[src/rtl/bcd_timer_pkg.sv]
package bcd_timer_pkg;

  // Limit a switch nibble to a legal decimal digit.
  function automatic logic [3:0] clamp_bcd(input logic [3:0] d);
    return (d > 4'd9) ? 4'd9 : d;
  endfunction

  // Lit segments (active high), bit 0 = a ... bit 6 = g.
  function automatic logic [6:0] seg_lit(input logic [3:0] d);
    logic [6:0] s;
    case (d)
      4'd0: s = 7'b0111111;
      4'd1: s = 7'b0000110;
      4'd2: s = 7'b1011011;
      4'd3: s = 7'b1001111;
      4'd4: s = 7'b1100110;
      4'd5: s = 7'b1101101;
      4'd6: s = 7'b1111101;
      4'd7: s = 7'b0000111;
      4'd8: s = 7'b1111111;
      4'd9: s = 7'b1101111;
      default: s = 7'b0000000;
    endcase
    return s;
  endfunction

  // One decimal digit step; returns the new digit.
  function automatic logic [3:0] digit_step(input logic [3:0] d, input logic up);
    logic [3:0] r;
    if (up) r = (d == 4'd9) ? 4'd0 : 4'(d + 4'd1);
    else    r = (d == 4'd0) ? 4'd9 : 4'(d - 4'd1);
    return r;
  endfunction

endpackage

[src/rtl/bcd_timer_tick.sv]
module bcd_timer_tick #(
  parameter int unsigned TICK_DIV = 50_000_000
) (
  input  logic clk,
  input  logic rst,
  input  logic restart,
  input  logic enable,
  output logic tick
);
  localparam int unsigned CW = (TICK_DIV > 1) ? $clog2(TICK_DIV) : 1;
  localparam logic [CW-1:0] LAST = CW'(TICK_DIV - 1);

  logic [CW-1:0] cnt_q;

  always_ff @(posedge clk) begin
    if (rst || restart || !enable) cnt_q <= '0;
    else if (cnt_q == LAST)        cnt_q <= '0;
    else                           cnt_q <= cnt_q + 1'b1;
  end

  assign tick = enable && (cnt_q == LAST);

  generate
    if (TICK_DIV > 1) begin : g_gap_chk

      tick_gap_chk: assert property (@(posedge clk) disable iff (rst)
        tick |=> !tick);

      restart_quiet_chk: assert property (@(posedge clk) disable iff (rst)
        restart |=> !tick);
    end
  endgenerate

endmodule

[src/rtl/bcd_timer_digit.sv]
module bcd_timer_digit
  import bcd_timer_pkg::*;
(
  input  logic       clk,
  input  logic       rst,
  input  logic       load,
  input  logic [3:0] load_val,
  input  logic       step,
  input  logic       up,
  output logic [3:0] val,
  output logic       is_nine,
  output logic       is_zero
);
  always_ff @(posedge clk) begin
    if (rst)       val <= 4'd0;
    else if (load) val <= clamp_bcd(load_val);
    else if (step) val <= digit_step(val, up);
  end

  assign is_nine = (val == 4'd9);
  assign is_zero = (val == 4'd0);


  digit_bcd_chk: assert property (@(posedge clk) disable iff (rst)
    val <= 4'd9);

  digit_carry_chk: assert property (@(posedge clk) disable iff (rst)
    (step && up && !load && val == 4'd9) |=> val == 4'd0);

  digit_borrow_chk: assert property (@(posedge clk) disable iff (rst)
    (step && !up && !load && val == 4'd0) |=> val == 4'd9);

endmodule

[src/rtl/bcd_timer_segdec.sv]
module bcd_timer_segdec
  import bcd_timer_pkg::*;
(
  input  logic [3:0] digit,
  output logic [6:0] seg_n
);
  assign seg_n = ~seg_lit(digit);
endmodule

[src/rtl/bcd_updown_timer.sv]
module bcd_updown_timer
  import bcd_timer_pkg::*;
#(
  parameter int unsigned TICK_DIV = 50_000_000,
  parameter int unsigned NDIG     = 2
) (
  input  logic              clk,
  input  logic              rst,
  input  logic              load_btn,
  input  logic              dir_up_in,
  input  logic [NDIG*4-1:0] sw_bcd,
  output logic [NDIG*7-1:0] seg_n,
  output logic              dir_up_led,
  output logic              running_led
);
  localparam int unsigned VW = NDIG * 4;

  logic          load_q;
  logic          dir_q;
  logic          run_q;
  logic          release_evt;
  logic          tick;
  logic          at_term;
  logic          term_next;
  logic [VW-1:0] cur;
  logic [NDIG-1:0] nine, zero, step;

  // Whole-count decimal step, used only to check the chained digits.
  function automatic logic [VW-1:0] bcd_next(input logic [VW-1:0] v, input logic up);
    logic [VW-1:0] r;
    logic          c;
    r = v;
    c = 1'b1;
    for (int i = 0; i < NDIG; i++) begin
      if (c) begin
        r[i*4 +: 4] = digit_step(v[i*4 +: 4], up);
        c = up ? (v[i*4 +: 4] == 4'd9) : (v[i*4 +: 4] == 4'd0);
      end
    end
    return r;
  endfunction

  always_ff @(posedge clk) begin
    if (rst) load_q <= 1'b0;
    else     load_q <= load_btn;
  end

  assign release_evt = load_q && !load_btn;

  always_ff @(posedge clk) begin
    if (rst)           dir_q <= 1'b1;
    else if (load_btn) dir_q <= dir_up_in;
  end

  bcd_timer_tick #(.TICK_DIV(TICK_DIV)) u_tick (
    .clk     (clk),
    .rst     (rst),
    .restart (release_evt),
    .enable  (run_q),
    .tick    (tick)
  );

  genvar gi;
  generate
    for (gi = 0; gi < NDIG; gi++) begin : g_dig
      logic [3:0] shown;
      if (gi == 0) begin : g_lsd
        assign step[gi] = tick;
      end else begin : g_chain
        assign step[gi] = step[gi-1] && (dir_q ? nine[gi-1] : zero[gi-1]);
      end

      bcd_timer_digit u_digit (
        .clk      (clk),
        .rst      (rst),
        .load     (load_btn),
        .load_val (sw_bcd[gi*4 +: 4]),
        .step     (step[gi]),
        .up       (dir_q),
        .val      (cur[gi*4 +: 4]),
        .is_nine  (nine[gi]),
        .is_zero  (zero[gi])
      );

      assign shown = load_btn ? clamp_bcd(sw_bcd[gi*4 +: 4]) : cur[gi*4 +: 4];

      bcd_timer_segdec u_seg (
        .digit (shown),
        .seg_n (seg_n[gi*7 +: 7])
      );
    end
  endgenerate

  // End value reached now, and end value reached by the next step.
  assign at_term = dir_q ? (&nine) : (&zero);

  generate
    if (NDIG > 1) begin : g_tn_multi
      assign term_next = dir_q ? ((&nine[NDIG-1:1]) && cur[3:0] == 4'd8)
                               : ((&zero[NDIG-1:1]) && cur[3:0] == 4'd1);
    end else begin : g_tn_single
      assign term_next = dir_q ? (cur[3:0] == 4'd8) : (cur[3:0] == 4'd1);
    end
  endgenerate

  // Set/reset run flag: set on release, cleared on landing at the end value.
  always_ff @(posedge clk) begin
    if (rst)                    run_q <= 1'b0;
    else if (load_btn)          run_q <= 1'b0;
    else if (release_evt)       run_q <= !at_term;
    else if (tick && term_next) run_q <= 1'b0;
  end

  assign dir_up_led  = load_btn ? dir_up_in : dir_q;
  assign running_led = run_q;


  reset_state_chk: assert property (@(posedge clk)
    rst |=> (cur == '0 && dir_q && !run_q));

  load_halts_chk: assert property (@(posedge clk) disable iff (rst)
    load_btn |=> !run_q);

  no_wrap_chk: assert property (@(posedge clk) disable iff (rst)
    !(run_q && at_term));

  step_size_chk: assert property (@(posedge clk) disable iff (rst)
    (tick && !load_btn) |=> cur == $past(bcd_next(cur, dir_q)));

  run_start_chk: assert property (@(posedge clk) disable iff (rst)
    $rose(run_q) |-> $past(release_evt));

  dir_hold_chk: assert property (@(posedge clk) disable iff (rst)
    !load_btn |=> $stable(dir_q));

endmodule

[config.mk]
export PLATFORM = sky130hd
export DESIGN_NAME = bcd_updown_timer
export DESIGN_NICKNAME = d
export VERILOG_FILES = /design/src/rtl/bcd_timer_pkg.sv /design/src/rtl/bcd_timer_tick.sv /design/src/rtl/bcd_timer_digit.sv /design/src/rtl/bcd_timer_segdec.sv /design/src/rtl/bcd_updown_timer.sv
export SDC_FILE = /design/constraint.sdc
export NUM_CORES = 1
export LEC_CHECK = 0
export ABC_AREA = 1
export BUFFER_PORTS_ARGS = -buffer_cell sky130_fd_sc_hd__buf_4
export CAP_MARGIN = 20
export CELL_PAD_IN_SITES_DETAIL_PLACEMENT = 0
export CELL_PAD_IN_SITES_GLOBAL_PLACEMENT = 2
export CORE_MARGIN = 2
export CORE_UTILIZATION = 32
export CTS_CLUSTER_DIAMETER = 80
export DETAILED_ROUTE_END_ITERATION = 8
export GPL_ROUTABILITY_DRIVEN = 0
export PLACE_DENSITY = 0.84
export SLEW_MARGIN = 20
export SYNTH_ARGS = -nofsm -noshare
export SYNTH_HDL_FRONTEND = slang
export SYNTH_SLANG_ARGS = --single-unit
[constraint.sdc]
create_clock -name clk -period 1.95 [get_ports clk]
set_input_delay 0.0975 -clock clk [delete_from_list [all_inputs] [get_ports clk]]
set_output_delay 0.0975 -clock clk [all_outputs]
set_load 0.005 [all_outputs]
==> flow_summary.json <==
{
  "status": "finished clean",
  "reg2reg_slack_ns": 0.26,
  "antenna_found_initial": 0,
  "r2r-end": "u_tick.cnt_q[18]$_SDFF_PP0_",
  "p_leak_uw": 0.00151,
  "hold_viol_final": 0,
  "synthDistinctLibCells": 34,
  "dieArea_um2": 9420,
  "reg2reg_depth": 10,
  "drive_gt1_frac": 0.161,
  "clkTransAtPathRegs_ns": 0.07,
  "synth.avg_cell_area_um2": 6.09,
  "netlist_instances": 455,
  "rsz0062_at_grt": "false",
  "critPathRequiredTime_ns": 1.85,
  "place_hpwl_um": 5710,
  "diodes": 0,
  "avgViaCountPerCell": 4.76,
  "syn-cell-area_um2": 2770,
  "yosys_warnings": 0,
  "cts_tree": "built",
  "drcViolationCount": 0,
  "htreeDepth": 2,
  "grtUsageTotal": 0.158,
  "wirelength_um": 7260,
  "start_util": 0.334,
  "num_vias": 2858,
  "clockBufferDepth": 2,
  "grt_max_degree": 19,
  "nets": 519,
  "cts_buffers": 5,
  "cp-start-kind": "register",
  "setup-tns-final_ns": 0,
  "vdd_ir_drop_max_uv": 213,
  "worst_hold_path.endpoint": "dir_q$_SDFF_PP1_",
  "synth_edf_count": 0,
  "path_class": "reg -> out",
  "grt_first_pass_wirelength_um": 12700,
  "post_drt_wl_per_cell_um": 12.1,
  "coreArea_um2": 8300,
  "ios": 28,
  "synth_fp_nets": 478,
  "drtAntennaViolNets": 0,
  "max_stage_delay_ns": 0.40,
  "final_cells": 601,
  "die_x_um": 97.1,
  "period_minus_slack_ns": 1.81,
  "portBuffers": 27,
  "crit_top_cell": "inv_1",
  "grt_pass1_vias": 2747,
  "powerDensity_nw_per_um2": 522,
  "numClockSinks": 37,
  "hold_class": "in -> reg",
  "layout_commonest_cell": "nand2_1",
  "reg2reg_from": "u_tick.cnt_q[0]$_SDFF_PP0_",
  "maxCapViolations": 0,
  "dr.pass1.iters": 4,
  "drv_slew": 0,
  "synthFlopType": "dfxtp_1",
  "crit_fanout": 4,
  "slowest_stage": "dfxtp_1",
  "critPathCaptureType": "primary output",
  "max_slew_margin": 0.710,
  "dp.cells": 593,
  "yosysSeqAreaShare": 0.267,
  "hold_depth": 3,
  "async_reset_ff_frac": 0,
  "drtIter0Drc": 135,
  "die_h_um": 97.1,
  "clock_latency_ns": 0.29,
  "min_period_over_period": 0.930,
  "hold_start": "dir_up_in",
  "worstMarginPinSlew_ns": 0.430,
  "max_freq_mhz": 551,
  "critPathArrivalTime_ns": 1.72,
  "worstPathCellList": "inv_1 > o21ai_2 > inv_1 > ha_1 > nand2_1 > inv_1 > o21ai_1 > buf_4",
  "layout_common_cells": "104 x nand2_1, 86 x nor2_1, 61 x inv_1, 39 x buf_4, 34 x dfxtp_1",
  "syn2layout_area_growth_pct": 19.3,
  "synth-seq-cells": 37,
  "cts_root_buf": "clkbuf_8",
  "fin_worst_skew_ns": 0.00698,
  "setup_viol": 0,
  "rows": 33,
  "gr-total-overflow": 0
}
## power breakdown
| group | internal (uW) | leakage, uW | switching [uW] |
|---|---|---|---|
| Combinational | 171 | 0.00116 | 216 |
| Sequential | 772 | 0.000302 | 19.5 |
| Clock | 281 | 0.0000443 | 265 |
## Yosys cell counts (4+ instances only)
library cell  count  area share
nand4_1          12       0.027
ha_1             11       0.050
nor2_1           86        0.12
inv_2             5      0.0068
dfxtp_1          37        0.27
nand2_2           7       0.016
xor2_1           11       0.035
nand2_1         104        0.14
nor3_1            6       0.011
inv_1            61       0.083
a21oi_1          16       0.029
nand3b_1          4       0.011
nand3_1          24       0.043
a31oi_1           5       0.011
o21ai_0          36       0.065
## flip-flops by register name, indices dropped and copies added (netlist names)
| register | cells |
|---|---|
| dir_q | 1 |
| g_dig.u_digit.val | 8 |
| load_q | 1 |
| running_led | 1 |
| u_tick.cnt_q | 26 |
## cell type report
| cell class | count | area [um2] |
|---|---|---|
| Clock buffer | 7 | 86.3 |
| Timing Repair Buffer | 41 | 323 |
| Inverter | 67 | 251 |
| Tap cell | 105 | 131 |
| Multi-Input combinational cell | 344 | 1770 |
| Fill cell | 918 | 4990 |
| Sequential cell | 37 | 747 |
## how the worst max path moves through the flow
stage | start | endpoint | cells after the start | slack (ns)
floorplan | g_dig[0].u_digit.val[0]$_SDFFE_PP0P_ | seg_n[3] | 7 | 0.41
global placement | g_dig[0].u_digit.val[0]$_SDFFE_PP0P_ | seg_n[3] | 8 | 0.22
detailed placement | g_dig[0].u_digit.val[0]$_SDFFE_PP0P_ | seg_n[3] | 8 | 0.14
CTS | g_dig[1].u_digit.val[0]$_SDFFE_PP0P_ | seg_n[10] | 8 | 0.007
global route | g_dig[0].u_digit.val[0]$_SDFFE_PP0P_ | seg_n[3] | 8 | 0.01
finish | g_dig[1].u_digit.val[1]$_SDFFE_PP0P_ | seg_n[10] | 8 | 0.14
## layer usage
layer / global-route usage / routed length [um] / vias to the layer above
li1: - / - / 1529
met1: 0.228 / 3850 / 1290
met3: 0.0295 / 192 / 8
met2: 0.248 / 3160 / 31
met5: 0 / 0 / -
met4: 0.0293 / 54 / 0
## logic make-up (layout without fill, tap and decap cells)
group           Yosys count  in the layout  synth area share
simple gates            257            257             0.416
flops                    37             37             0.267
buf+inv                  74            115             0.107
compound gates           65             65             0.125
fa+ha+maj                11             11            0.0497
xor+xnor                 11             11            0.0348
## worst max-delay path, delay by kind of cell (launching register included)
kind | cells | cell delay, ns
flops | 1 | 0.40
buf+inv | 4 | 0.37
compound gates | 2 | 0.30
fa+ha+maj | 1 | 0.28
simple gates | 1 | 0.08
## repair_timing
item | CTS | global route
hold buffers | 1 | 0
buffers inserted | 0 | 0
endpoints found under the hold margin | 1 | 0
setup endpoints to repair | 11 | 20
resized for setup | 5 | 15
## metrics by stage
step / total power [uW] / area (um2) / util / hold WS [ns] / setup WS (ns)
after global routing: 1840 / 3310 / 0.398 / 0.101 / 0.0133
after global placement: 1180 / 3170 / 0.382 / 0.287 / 0.219
after floorplan: 1020 / 2770 / - / 0.170 / 0.408
after CTS: 1740 / 3270 / 0.394 / 0.0882 / 0.00705
after detailed placement: 1180 / 3170 / 0.382 / 0.292 / 0.144
final: 1720 / 3310 / 0.398 / 0.0961 / 0.136
No activity file was read; power rests on OpenSTA's default activity.
